<file path="src/rtl/cw_pkg.sv">
package cw_pkg;
  localparam int CMD_W = 3;
  localparam int WIR_W = 2;

  localparam logic [CMD_W-1:0] CMD_RESET = 3'd0;
  localparam logic [CMD_W-1:0] CMD_RUN   = 3'd1;
  localparam logic [CMD_W-1:0] CMD_LOAD  = 3'd2;
  localparam logic [CMD_W-1:0] CMD_STAT  = 3'd3;
  localparam logic [CMD_W-1:0] CMD_RES   = 3'd4;
  localparam logic [CMD_W-1:0] CMD_ERR   = 3'd5;

  localparam logic [WIR_W-1:0] WIR_BYP = 2'd0;
  localparam logic [WIR_W-1:0] WIR_CTL = 2'd1;
  localparam logic [WIR_W-1:0] WIR_DAT = 2'd2;

  // True for the six assigned command codes
  function automatic logic cmd_known(input logic [CMD_W-1:0] c);
    return c <= CMD_ERR;
  endfunction
endpackage

</file>
<file path="src/rtl/cw_instr_reg.sv">
module cw_instr_reg
  import cw_pkg::*;
(
  input  logic             clk,
  input  logic             rst_n,
  input  logic             sel,
  input  logic             shift,
  input  logic             capture,
  input  logic             update,
  input  logic             si,
  output logic             so,
  output logic [WIR_W-1:0] code
);
  logic [WIR_W-1:0] sh_q;
  logic             wir_upd_ev;

  assign wir_upd_ev = sel && update && !shift && !capture;

  always_ff @(posedge clk or negedge rst_n) begin
    if (!rst_n) begin
      sh_q <= '0;
      code <= WIR_BYP;
    end else begin
      if (sel && capture)    sh_q <= code;
      else if (sel && shift) sh_q <= {si, sh_q[WIR_W-1:1]};
      if (wir_upd_ev)        code <= sh_q;
    end
  end

  assign so = sh_q[0];


  wir_hold_chk: assert property (@(posedge clk) disable iff (!rst_n)
    !wir_upd_ev |=> $stable(code));
endmodule

</file>
<file path="src/rtl/cw_ctrl_reg.sv">
module cw_ctrl_reg
  import cw_pkg::*;
(
  input  logic             clk,
  input  logic             rst_n,
  input  logic             en,
  input  logic             shift,
  input  logic             capture,
  input  logic             update,
  input  logic             si,
  output logic             so,
  output logic [CMD_W-1:0] cmd,
  output logic             rst_pulse,
  output logic             run_pulse
);
  logic [CMD_W-1:0] sh_q;
  logic             cmd_upd_ev;

  assign cmd_upd_ev = en && update && !shift && !capture;

  always_ff @(posedge clk or negedge rst_n) begin
    if (!rst_n) begin
      sh_q      <= '0;
      cmd       <= CMD_STAT;
      rst_pulse <= 1'b0;
      run_pulse <= 1'b0;
    end else begin
      if (en && capture)    sh_q <= cmd;
      else if (en && shift) sh_q <= {si, sh_q[CMD_W-1:1]};
      if (cmd_upd_ev) cmd <= sh_q;
      rst_pulse <= cmd_upd_ev && (sh_q == CMD_RESET);
      run_pulse <= cmd_upd_ev && (sh_q == CMD_RUN);
    end
  end

  assign so = sh_q[0];


  pulse_excl_chk: assert property (@(posedge clk) disable iff (!rst_n)
    $onehot0({rst_pulse, run_pulse}));

  pulse_src_chk: assert property (@(posedge clk) disable iff (!rst_n)
    (rst_pulse || run_pulse) |-> $past(cmd_upd_ev));

  cmd_hold_chk: assert property (@(posedge clk) disable iff (!rst_n)
    !cmd_upd_ev |=> $stable(cmd));
endmodule

</file>
<file path="src/rtl/cw_data_reg.sv">
module cw_data_reg
  import cw_pkg::*;
#(
  parameter int STEP_W        = 12,
  parameter int WORD_W        = 8,
  parameter int CNT_W         = 10,
  parameter int DEFAULT_STEPS = 48
) (
  input  logic              clk,
  input  logic              rst_n,
  input  logic              en,
  input  logic              shift,
  input  logic              capture,
  input  logic              update,
  input  logic              si,
  input  logic [CMD_W-1:0]  cmd,
  input  logic              done,
  input  logic [CNT_W-1:0]  count,
  input  logic [STEP_W-1:0] last_step,
  input  logic [WORD_W-1:0] last_word,
  output logic              so,
  output logic [STEP_W-1:0] budget,
  output logic              load_pulse
);
  localparam int REC_W  = STEP_W + WORD_W;
  localparam int DATA_W = (REC_W > CNT_W) ? REC_W : CNT_W;

  function automatic logic [DATA_W-1:0] capture_word(
    input logic [CMD_W-1:0]  c,
    input logic              d,
    input logic [CNT_W-1:0]  n,
    input logic [STEP_W-1:0] s,
    input logic [WORD_W-1:0] w,
    input logic [DATA_W-1:0] cur
  );
    logic [DATA_W-1:0] v;
    v = '0;
    case (c)
      CMD_STAT: v[0] = d;
      CMD_RES: begin
        v[STEP_W-1:0]      = s;
        v[STEP_W +: WORD_W] = w;
      end
      CMD_ERR: v[CNT_W-1:0] = n;
      default: v = cur;
    endcase
    return v;
  endfunction

  logic [DATA_W-1:0] sh_q;
  logic              dat_upd_ev;
  logic              load_ev;

  assign dat_upd_ev = en && update && !shift && !capture;
  assign load_ev    = dat_upd_ev && (cmd == CMD_LOAD);

  always_ff @(posedge clk or negedge rst_n) begin
    if (!rst_n) begin
      sh_q       <= '0;
      budget     <= STEP_W'(DEFAULT_STEPS);
      load_pulse <= 1'b0;
    end else begin
      if (en && capture)
        sh_q <= capture_word(cmd, done, count, last_step, last_word, sh_q);
      else if (en && shift)
        sh_q <= {si, sh_q[DATA_W-1:1]};
      if (load_ev) budget <= sh_q[STEP_W-1:0];
      load_pulse <= load_ev;
    end
  end

  assign so = sh_q[0];


  budget_hold_chk: assert property (@(posedge clk) disable iff (!rst_n)
    !$stable(budget) |-> load_pulse);

  load_src_chk: assert property (@(posedge clk) disable iff (!rst_n)
    load_pulse |-> ($past(cmd) == CMD_LOAD));

  shift_budget_chk: assert property (@(posedge clk) disable iff (!rst_n)
    (shift || capture) |=> $stable(budget));
endmodule

</file>
<file path="src/rtl/core_test_wrapper.sv">
module core_test_wrapper
  import cw_pkg::*;
#(
  parameter int STEP_W        = 12,
  parameter int WORD_W        = 8,
  parameter int CNT_W         = 10,
  parameter int DEFAULT_STEPS = 48
) (
  input  logic              wrck,
  input  logic              wrstn,
  input  logic              wsi,
  output logic              wso,
  input  logic              select_wir,
  input  logic              shift_wr,
  input  logic              capture_wr,
  input  logic              update_wr,
  output logic              bist_reset,
  output logic              bist_start,
  output logic              step_load,
  output logic [STEP_W-1:0] step_budget,
  input  logic              bist_done,
  input  logic [CNT_W-1:0]  err_count,
  input  logic [STEP_W-1:0] last_err_step,
  input  logic [WORD_W-1:0] last_err_word
);
  logic [WIR_W-1:0] wir_code;
  logic [CMD_W-1:0] cmd;
  logic             wir_so, ctl_so, dat_so;
  logic             ctl_en, dat_en, byp_en;
  logic             byp_q, byp_cap_ev;

  assign ctl_en = !select_wir && (wir_code == WIR_CTL);
  assign dat_en = !select_wir && (wir_code == WIR_DAT) && cmd_known(cmd);
  assign byp_en = !select_wir && !ctl_en && !dat_en;
  assign byp_cap_ev = byp_en && capture_wr;

  cw_instr_reg u_wir (
    .clk(wrck), .rst_n(wrstn), .sel(select_wir), .shift(shift_wr),
    .capture(capture_wr), .update(update_wr), .si(wsi),
    .so(wir_so), .code(wir_code)
  );

  cw_ctrl_reg u_ctl (
    .clk(wrck), .rst_n(wrstn), .en(ctl_en), .shift(shift_wr),
    .capture(capture_wr), .update(update_wr), .si(wsi),
    .so(ctl_so), .cmd(cmd), .rst_pulse(bist_reset), .run_pulse(bist_start)
  );

  cw_data_reg #(
    .STEP_W(STEP_W), .WORD_W(WORD_W), .CNT_W(CNT_W),
    .DEFAULT_STEPS(DEFAULT_STEPS)
  ) u_dat (
    .clk(wrck), .rst_n(wrstn), .en(dat_en), .shift(shift_wr),
    .capture(capture_wr), .update(update_wr), .si(wsi), .cmd(cmd),
    .done(bist_done), .count(err_count), .last_step(last_err_step),
    .last_word(last_err_word), .so(dat_so), .budget(step_budget),
    .load_pulse(step_load)
  );

  always_ff @(posedge wrck or negedge wrstn) begin
    if (!wrstn)                     byp_q <= 1'b0;
    else if (byp_cap_ev)            byp_q <= 1'b0;
    else if (byp_en && shift_wr)    byp_q <= wsi;
  end

  always_comb begin
    if (select_wir)  wso = wir_so;
    else if (ctl_en) wso = ctl_so;
    else if (dat_en) wso = dat_so;
    else             wso = byp_q;
  end


  byp_cap_chk: assert property (@(posedge wrck) disable iff (!wrstn)
    byp_cap_ev |=> !byp_q);

  pulse_load_excl_chk: assert property (@(posedge wrck) disable iff (!wrstn)
    $onehot0({bist_reset, bist_start, step_load}));
endmodule

</file>
<file path="config.mk">
export PLATFORM = sky130hd
export DESIGN_NAME = core_test_wrapper
export DESIGN_NICKNAME = d
export VERILOG_FILES = /design/src/rtl/cw_pkg.sv /design/src/rtl/cw_instr_reg.sv /design/src/rtl/cw_ctrl_reg.sv /design/src/rtl/cw_data_reg.sv /design/src/rtl/core_test_wrapper.sv
export SDC_FILE = /design/constraint.sdc
export NUM_CORES = 1
export LEC_CHECK = 0
export BUFFER_PORTS_ARGS = -buffer_cell sky130_fd_sc_hd__buf_2
export CAP_MARGIN = 30
export CORE_MARGIN = 10
export CORE_UTILIZATION = 55
export DETAILED_ROUTE_END_ITERATION = 10
export GPL_ROUTABILITY_DRIVEN = 0
export PLACE_DENSITY = 0.92
export SYNTH_ARGS = -nofsm -noshare
export SYNTH_HDL_FRONTEND = slang
export SYNTH_SLANG_ARGS = --single-unit
</file>
<file path="constraint.sdc">
create_clock -name wrck -period 5.27 [get_ports wrck]
set_input_delay 1.054 -clock wrck [delete_from_list [all_inputs] [get_ports wrck]]
set_output_delay 1.054 -clock wrck [all_outputs]
set_load 0.02 [all_outputs]
</file>
==> impl_metrics.csv, run 1 <==
group,metric,value,unit
timing,setup_viol,0,
yosys,yosysTopAreaCell,"dfrtp_1",
die,chipHeight,85.8,um
detailed_routing,drc,0,
grt,grt_use_total,15.0,%
critical_path,worstPathRequired,4.22,ns
clock_tree,clkSinkCount,46,
yosys,ys_seq_elements,46,
die,std_cell_rows,23,
finish,fill_cells,342,
timing,period_share,63.0,%
yosys,synth_area_leaders,"dfrtp_1 44%, mux2_2 10%, mux2i_1 8.0%",
detailed_routing,vias,1722,
yosys,netlist_top_cells_count,"42 x dfrtp_1, 22 x mux2_2, 19 x mux2i_1, 12 x a22o_1, 12 x inv_1",
min_path,hold_path_class,"flop to flop",
clock_tree,ctsHtreeMaxLevel,2,
grt,antenna_found_initial,0,
timing,slew_headroom,44.0,%
yosys,syn_area_per_cell,12.0,sq um
critical_path,path_common_cell,"buf_2",
finish,drive_above_1_share,43.5,%
detailed_routing,viasPerCell,5.78,
yosys,syn_area,2380,sq um
placement,pre_cts_ws,1.99,ns
detailed_routing,drtIter0Drc,79,
detailed_routing,finalWirelength,5.34,mm
clock_tree,clock_latency,0.31,ns
timing,finalClockSkew,0.00786,ns
timing,finalCriticalPeriod,3.32,ns
timing,fin_tns_setup,0,ns
grt,overflow,0,
finish,area_delta_synth_final,15.4,%
timing,drv_slew,0,
grt,grt_max_degree,38,
yosys,synth.most_common_cell,"dfrtp_1",
grt,grt_pass1_wl,9.03,mm
critical_path,critPathSlowestCell,"a2111oi_0",
yosys,synth.distinct_cells,40,
critical_path,crit_type,"input pin to output pin",
pwr,power.density,317,nW/um^2
critical_path,cp-start-kind,"input pin",
clock_tree,clk_pin_slew_worst_paths,0.08,ns
detailed_routing,dr.pass1.iters,4,
die,core_area,4090,sq um
finish,nNetsFinal,285,
yosys,yosysWarnings,0,
timing,rsz0062_at_grt,"false",
critical_path,cp_max_fo,11,
critical_path,crit_arrival,2.26,ns
placement,portBuffers,53,
critical_path,crit_chain,"buf_2, nor3b_4, nand2_2, a2111oi_0, a221oi_1, buf_2",
placement,dpl_cell_area,2660,sq um
clock_tree,cts_tree,"built",
critical_path,critical_path.top_delay_family,"compound AO/OA/AOI/OAI gates",
finish,final_cell_count_no_fill,298,
detailed_routing,wl_per_cell,17.9,um
yosys,syn_nets,237,
timing,fmax,301,MHz
yosys,synthArstFlopShare,100,%
pwr,p_leak,1.39,nW
clock_tree,postCtsSetupBuffers,0,
pwr,ir_worst_vdd,0.000199,V
flow_run,cap_violations,0,
critical_path,crit_path_end_kind,"output pin",
finish,finalInstanceArea,2750,sq um
status,status,"complete, no violations",
timing,max_slew.worst_pin.slew,0.838,ns
critical_path,max_stage_delay,0.43,ns
yosys,netlist_instances,199,
critical_path,cp_num_buf_inv,2,
clock_tree,cts-resized-gates,0,
finish,antenna_cells,0,
timing,setup_slack,1.95,ns
timing,hold_viol_final,0,
clock_tree,cts-root-buf,"clkbuf_8",
clock_tree,cts_hold_buf,0,
die,die_area,7370,sq um
die,io_pins,54,
placement,hpwl,3.94,mm
yosys,ys.flop_type,"dfrtp_1",
grt,grt_pass1_vias,1837,
yosys,synth.yosys.seq_area_share,48.5,%
die,start_util,58.3,%
yosys,yosys.area.top_type_share,44.1,%
detailed_routing,antenna_left,0,
placement,dp_cells,290,
clock_tree,clockBufferDepth,2,
die,die_x,85.8,um
clock_tree,cts_buffers,5,
yosys,synth_edf_count,0,
## flip-flops by register name (all words and copies together), names as in the netlist, 2 cells and up
name          flops
u_dat.budget     12
u_wir.code        2
u_dat.sh_q       20
u_ctl.sh_q        3
u_wir.sh_q        2
u_ctl.cmd         3
## cell families after synthesis
family / count (synthesis) / share of synthesized area [%]
DFF: 46 / 48.5
AOI/OAI and AO/OA: 38 / 11.9
xor gates and xnor gates: 1 / 0.368
buffers and inverters: 26 / 5.41
muxes: 50 / 24.0
and+or+nand+nor: 38 / 9.76
## final timing paths
path,start,to,slack [ns],cells past startpoint
hold / removal,u_dat.budget[2],u_dat.budget[2],0.51,1
setup / recovery,select_wir,wso,1.95,6
hold reg to reg,u_dat.budget[2],u_dat.budget[2],0.51,1
setup reg to reg,u_wir.code[0],u_dat.sh_q[19],3.07,4
min in group asynchronous,wrstn,u_wir.sh_q[0],0.61,1
max in group asynchronous,wrstn,u_ctl.cmd[0],4.13,2
## cell usage in the layout, fill, tap and decap left out, types with 2 or more instances in the layout
cell type  Yosys  routed
a21oi_1        9       9
a22o_1        12      12
and3_1         2       2
buf_2          6      53
clkbuf_8       0       5
dfrtp_1       42      42
dfstp_2        4       4
inv_1         12      12
mux2_2        22      22
mux2_4         9       9
mux2i_1       19      19
nand2_1        8       8
nand2b_1       2       2
nand3_1        3       3
nor2_1         4       4
nor4_1         9       9
o21ai_0        2       2
o22ai_1        5       5
## layout make-up
class,instances,area (sq um),area share (%)
Clock buffer,5,68.8,2.50
Clock inverter,3,21.3,0.773
Inverter,12,45.0,1.64
Multi-Input combinational cell,127,1100,40.1
Sequential cell,46,1160,42.0
Tap cell,50,62.6,2.27
Timing Repair Buffer,55,293,10.6
## layer usage
layer	vias to the layer above	wire length [um]	GRT usage [%]
met3	7	460	6.24
met4	0	67	5.39
li1	821	-	-
met1	833	2430	18.0
met2	61	2380	23.4
met5	-	0	0
## worst register-to-register path, stage by stage, from the launching register on
cell and delay, ns:
dfrtp_1 0.46, nor3b_4 0.28, nand3_1 0.63, a22o_1 0.48, mux2_2 0.26
## where the power goes
part	internal (mW)	total (mW)	switching (mW)
clock network	0.0933	0.220	0.126
logic	0.101	0.190	0.0887
registers	0.409	0.462	0.0529
total	0.603	0.871	0.268
## metrics by stage
stage	hold WS [ns]	power [mW]	util, %
floorplan	0.456	0.595	-
global placement	0.486	0.644	64.6
detailed placement	0.495	0.659	65.1
CTS	0.516	0.879	67.3
global route	0.531	0.925	67.3
finish	0.514	0.871	67.3
Power figures use the tool's default switching activity.
==> inputs of run 2 (changes only) <==
--- a/config.mk
+++ b/config.mk
@@ -8,10 +8,10 @@
 export BUFFER_PORTS_ARGS = -buffer_cell sky130_fd_sc_hd__buf_2
 export CAP_MARGIN = 30
 export CORE_MARGIN = 10
-export CORE_UTILIZATION = 55
+export CORE_UTILIZATION = 48
 export DETAILED_ROUTE_END_ITERATION = 10
 export GPL_ROUTABILITY_DRIVEN = 0
-export PLACE_DENSITY = 0.92
+export PLACE_DENSITY = 0.86
 export SYNTH_ARGS = -nofsm -noshare
 export SYNTH_HDL_FRONTEND = slang
 export SYNTH_SLANG_ARGS = --single-unit
==> constraint.sdc (replaced) <==
create_clock -name wrck -period 3.04 [get_ports wrck]
set_input_delay 0.608 -clock wrck [delete_from_list [all_inputs] [get_ports wrck]]
set_output_delay 0.608 -clock wrck [all_outputs]
set_load 0.02 [all_outputs]
==> run 2 against run 1 <==
Compared with the run above:
- non-clock buffer count grew 2
- setup slack lost 1.5 ns
- sequential power grew 74%
- die area grew 11%
- cell count grew 6.4%
- via count grew 0.99%
- global-route usage shrank 1.5 points
- hold slack lost 0.23 ns
- largest cell class unchanged
==> impl_metrics.csv, run 2 (synthesized netlist as in run 1, its figures left out) <==
group,metric,value,unit
finish,area_delta_synth_final,18.0,%
finish,fill_cells,412,
grt,overflow,0,
timing,finalCriticalPeriod,2.55,ns
finish,drive_above_1_share,44.0,%
detailed_routing,wl_met1,2.43,mm
detailed_routing,viasPerCell,5.49,
detailed_routing,wl_per_cell,16.9,um
critical_path,cp-start-kind,"flop",
die,die_area,8180,sq um
timing,max_slew.worst_pin.slew,0.554,ns
critical_path,cp_max_fo,7,
timing,finalClockSkew,0.00712,ns
clock_tree,clk_pin_slew_worst_paths,0.09,ns
flow_run,cap_violations,0,
critical_path,crit_path_end_kind,"output pin",
finish,nNetsFinal,287,
critical_path,r2r_end,"u_dat.sh_q[15]",
grt,antenna_found_initial,0,
clock_tree,postCtsSetupBuffers,0,
die,core_area,4750,sq um
die,std_cell_rows,25,
pwr,power.density,565,nW/um^2
critical_path,cp-endpoint,"wso",
pwr,power,1.59,mW
clock_tree,ctsHtreeMaxLevel,2,
clock_tree,cts-root-buf,"clkbuf_8",
detailed_routing,vias,1739,
clock_tree,cts-resized-gates,0,
placement,hpwl,4.03,mm
grt,grt_use_total,13.4,%
detailed_routing,drtIter0Drc,60,
critical_path,worstPathRequired,2.43,ns
finish,final_cell_count_no_fill,317,
clock_tree,clock_latency,0.30,ns
die,die_x,90.5,um
clock_tree,cts_tree,"built",
timing,holdWs,0.282,ns
timing,slew_headroom,63.1,%
finish,regMostFlops,"u_dat.sh_q",
pwr,ir_worst_vdd,0.000211,V
grt,grt_max_degree,25,
timing,hold_viol_final,0,
placement,pre_cts_ws,0.562,ns
timing,fin_tns_setup,0,ns
critical_path,startpoint,"u_ctl.cmd[1]",
grt,grt_pass1_vias,1855,
detailed_routing,route.met3.wl,379,um
die,chipHeight,90.5,um
detailed_routing,top_layer,"met4",
clock_tree,clkSinkCount,46,
critical_path,reg2reg_depth,5,
finish,multi_input_area,1100,sq um
timing,rsz0062_at_grt,"false",
detailed_routing,drc,0,
detailed_routing,finalWirelength,5.35,mm
detailed_routing,met2WireLength,2.45,mm
detailed_routing,dr.pass1.iters,4,
critical_path,r2r_slack,1.00,ns
timing,period_share,83.8,%
grt,grt_pass1_wl,9.16,mm
critical_path,crit_type,"flop to output pin",
finish,antenna_cells,0,
min_path,hold_path_class,"input pin to async pin",
detailed_routing,antenna_left,0,
die,start_util,50.1,%
clock_tree,cts_hold_buf,0,
timing,setup_viol,0,
timing,setup_slack,0.491,ns
timing,fmax,392,MHz
pwr,p_leak,1.42,nW
clock_tree,cts_buffers,5,
clock_tree,clockBufferDepth,2,
critical_path,reg2reg_from,"u_ctl.cmd[0]",
finish,final_common_cell,"buf_2",
placement,portBuffers,53,
critical_path,crit_arrival,1.94,ns
die,io_pins,54,
finish,largest_reg_flops,20,
finish,seq_area,1160,sq um
finish,mostFrequentLayoutCells,"53 x buf_2, 42 x dfrtp_1, 22 x mux2_2",
finish,top_regs,"u_dat.sh_q: 20 flops, u_dat.budget: 12 flops",
status,status,"complete, no violations",
timing,drv_slew,0,
placement,dp_cells,309,
-- run 2: changes by cell type in the layout (fill, tap and decap cells not counted), sizes merged --
cell,before,now
buf,55,57
bufinv,0,1
clkinvlp,1,0
-- run 2: how the worst min path moves through the flow --
| stage | start | end | slack, ns | depth (start not counted) |
|---|---|---|---|---|
| after floorplan | wrstn | byp_q | 0.31 | 0 |
| after global placement | byp_q | byp_q | 0.49 | 2 |
| after detailed placement | u_dat.budget[8] | u_dat.budget[8] | 0.49 | 1 |
| after CTS | wrstn | u_dat.budget[2] | 0.29 | 1 |
| after global routing | wrstn | u_dat.budget[2] | 0.31 | 1 |
| final | wrstn | u_dat.budget[2] | 0.28 | 1 |
-- run 2: metal layers --
metal	vias up	global-route usage (%)
met5	-	0
met2	61	20.7
met4	0	4.24
met3	10	5.32
li1	828	-
met1	840	16.7
-- run 2: critical path: stages (launching register included) --
cell       delay [ns]
dfstp_2          0.59
nand2_1          0.13
and3_2           0.22
a2111oi_0        0.40
a221oi_1         0.12
buf_2            0.19
-- run 2: stage by stage --
step,area (sq um),util [%]
after floorplan,2380,-
after global placement,2680,56.3
after detailed placement,2700,56.9
after CTS,2810,59.2
after global routing,2810,59.2
final,2810,59.2
-- run 2: final cells by class --
class	instances	share of cell area [%]
inverter	12	1.60
timing repair buffer	57	11.2
clock inverter	3	1.42
sequential	46	41.1
tap	67	2.98
clock buffer	5	2.45
multi-input combinational	127	39.2
-- run 2: power by group --
part           total [mW]  switching [mW]  internal (mW)
combinational       0.337           0.158          0.179
sequential          0.802          0.0927          0.709
clock               0.449           0.207          0.242
total                1.59           0.458           1.13
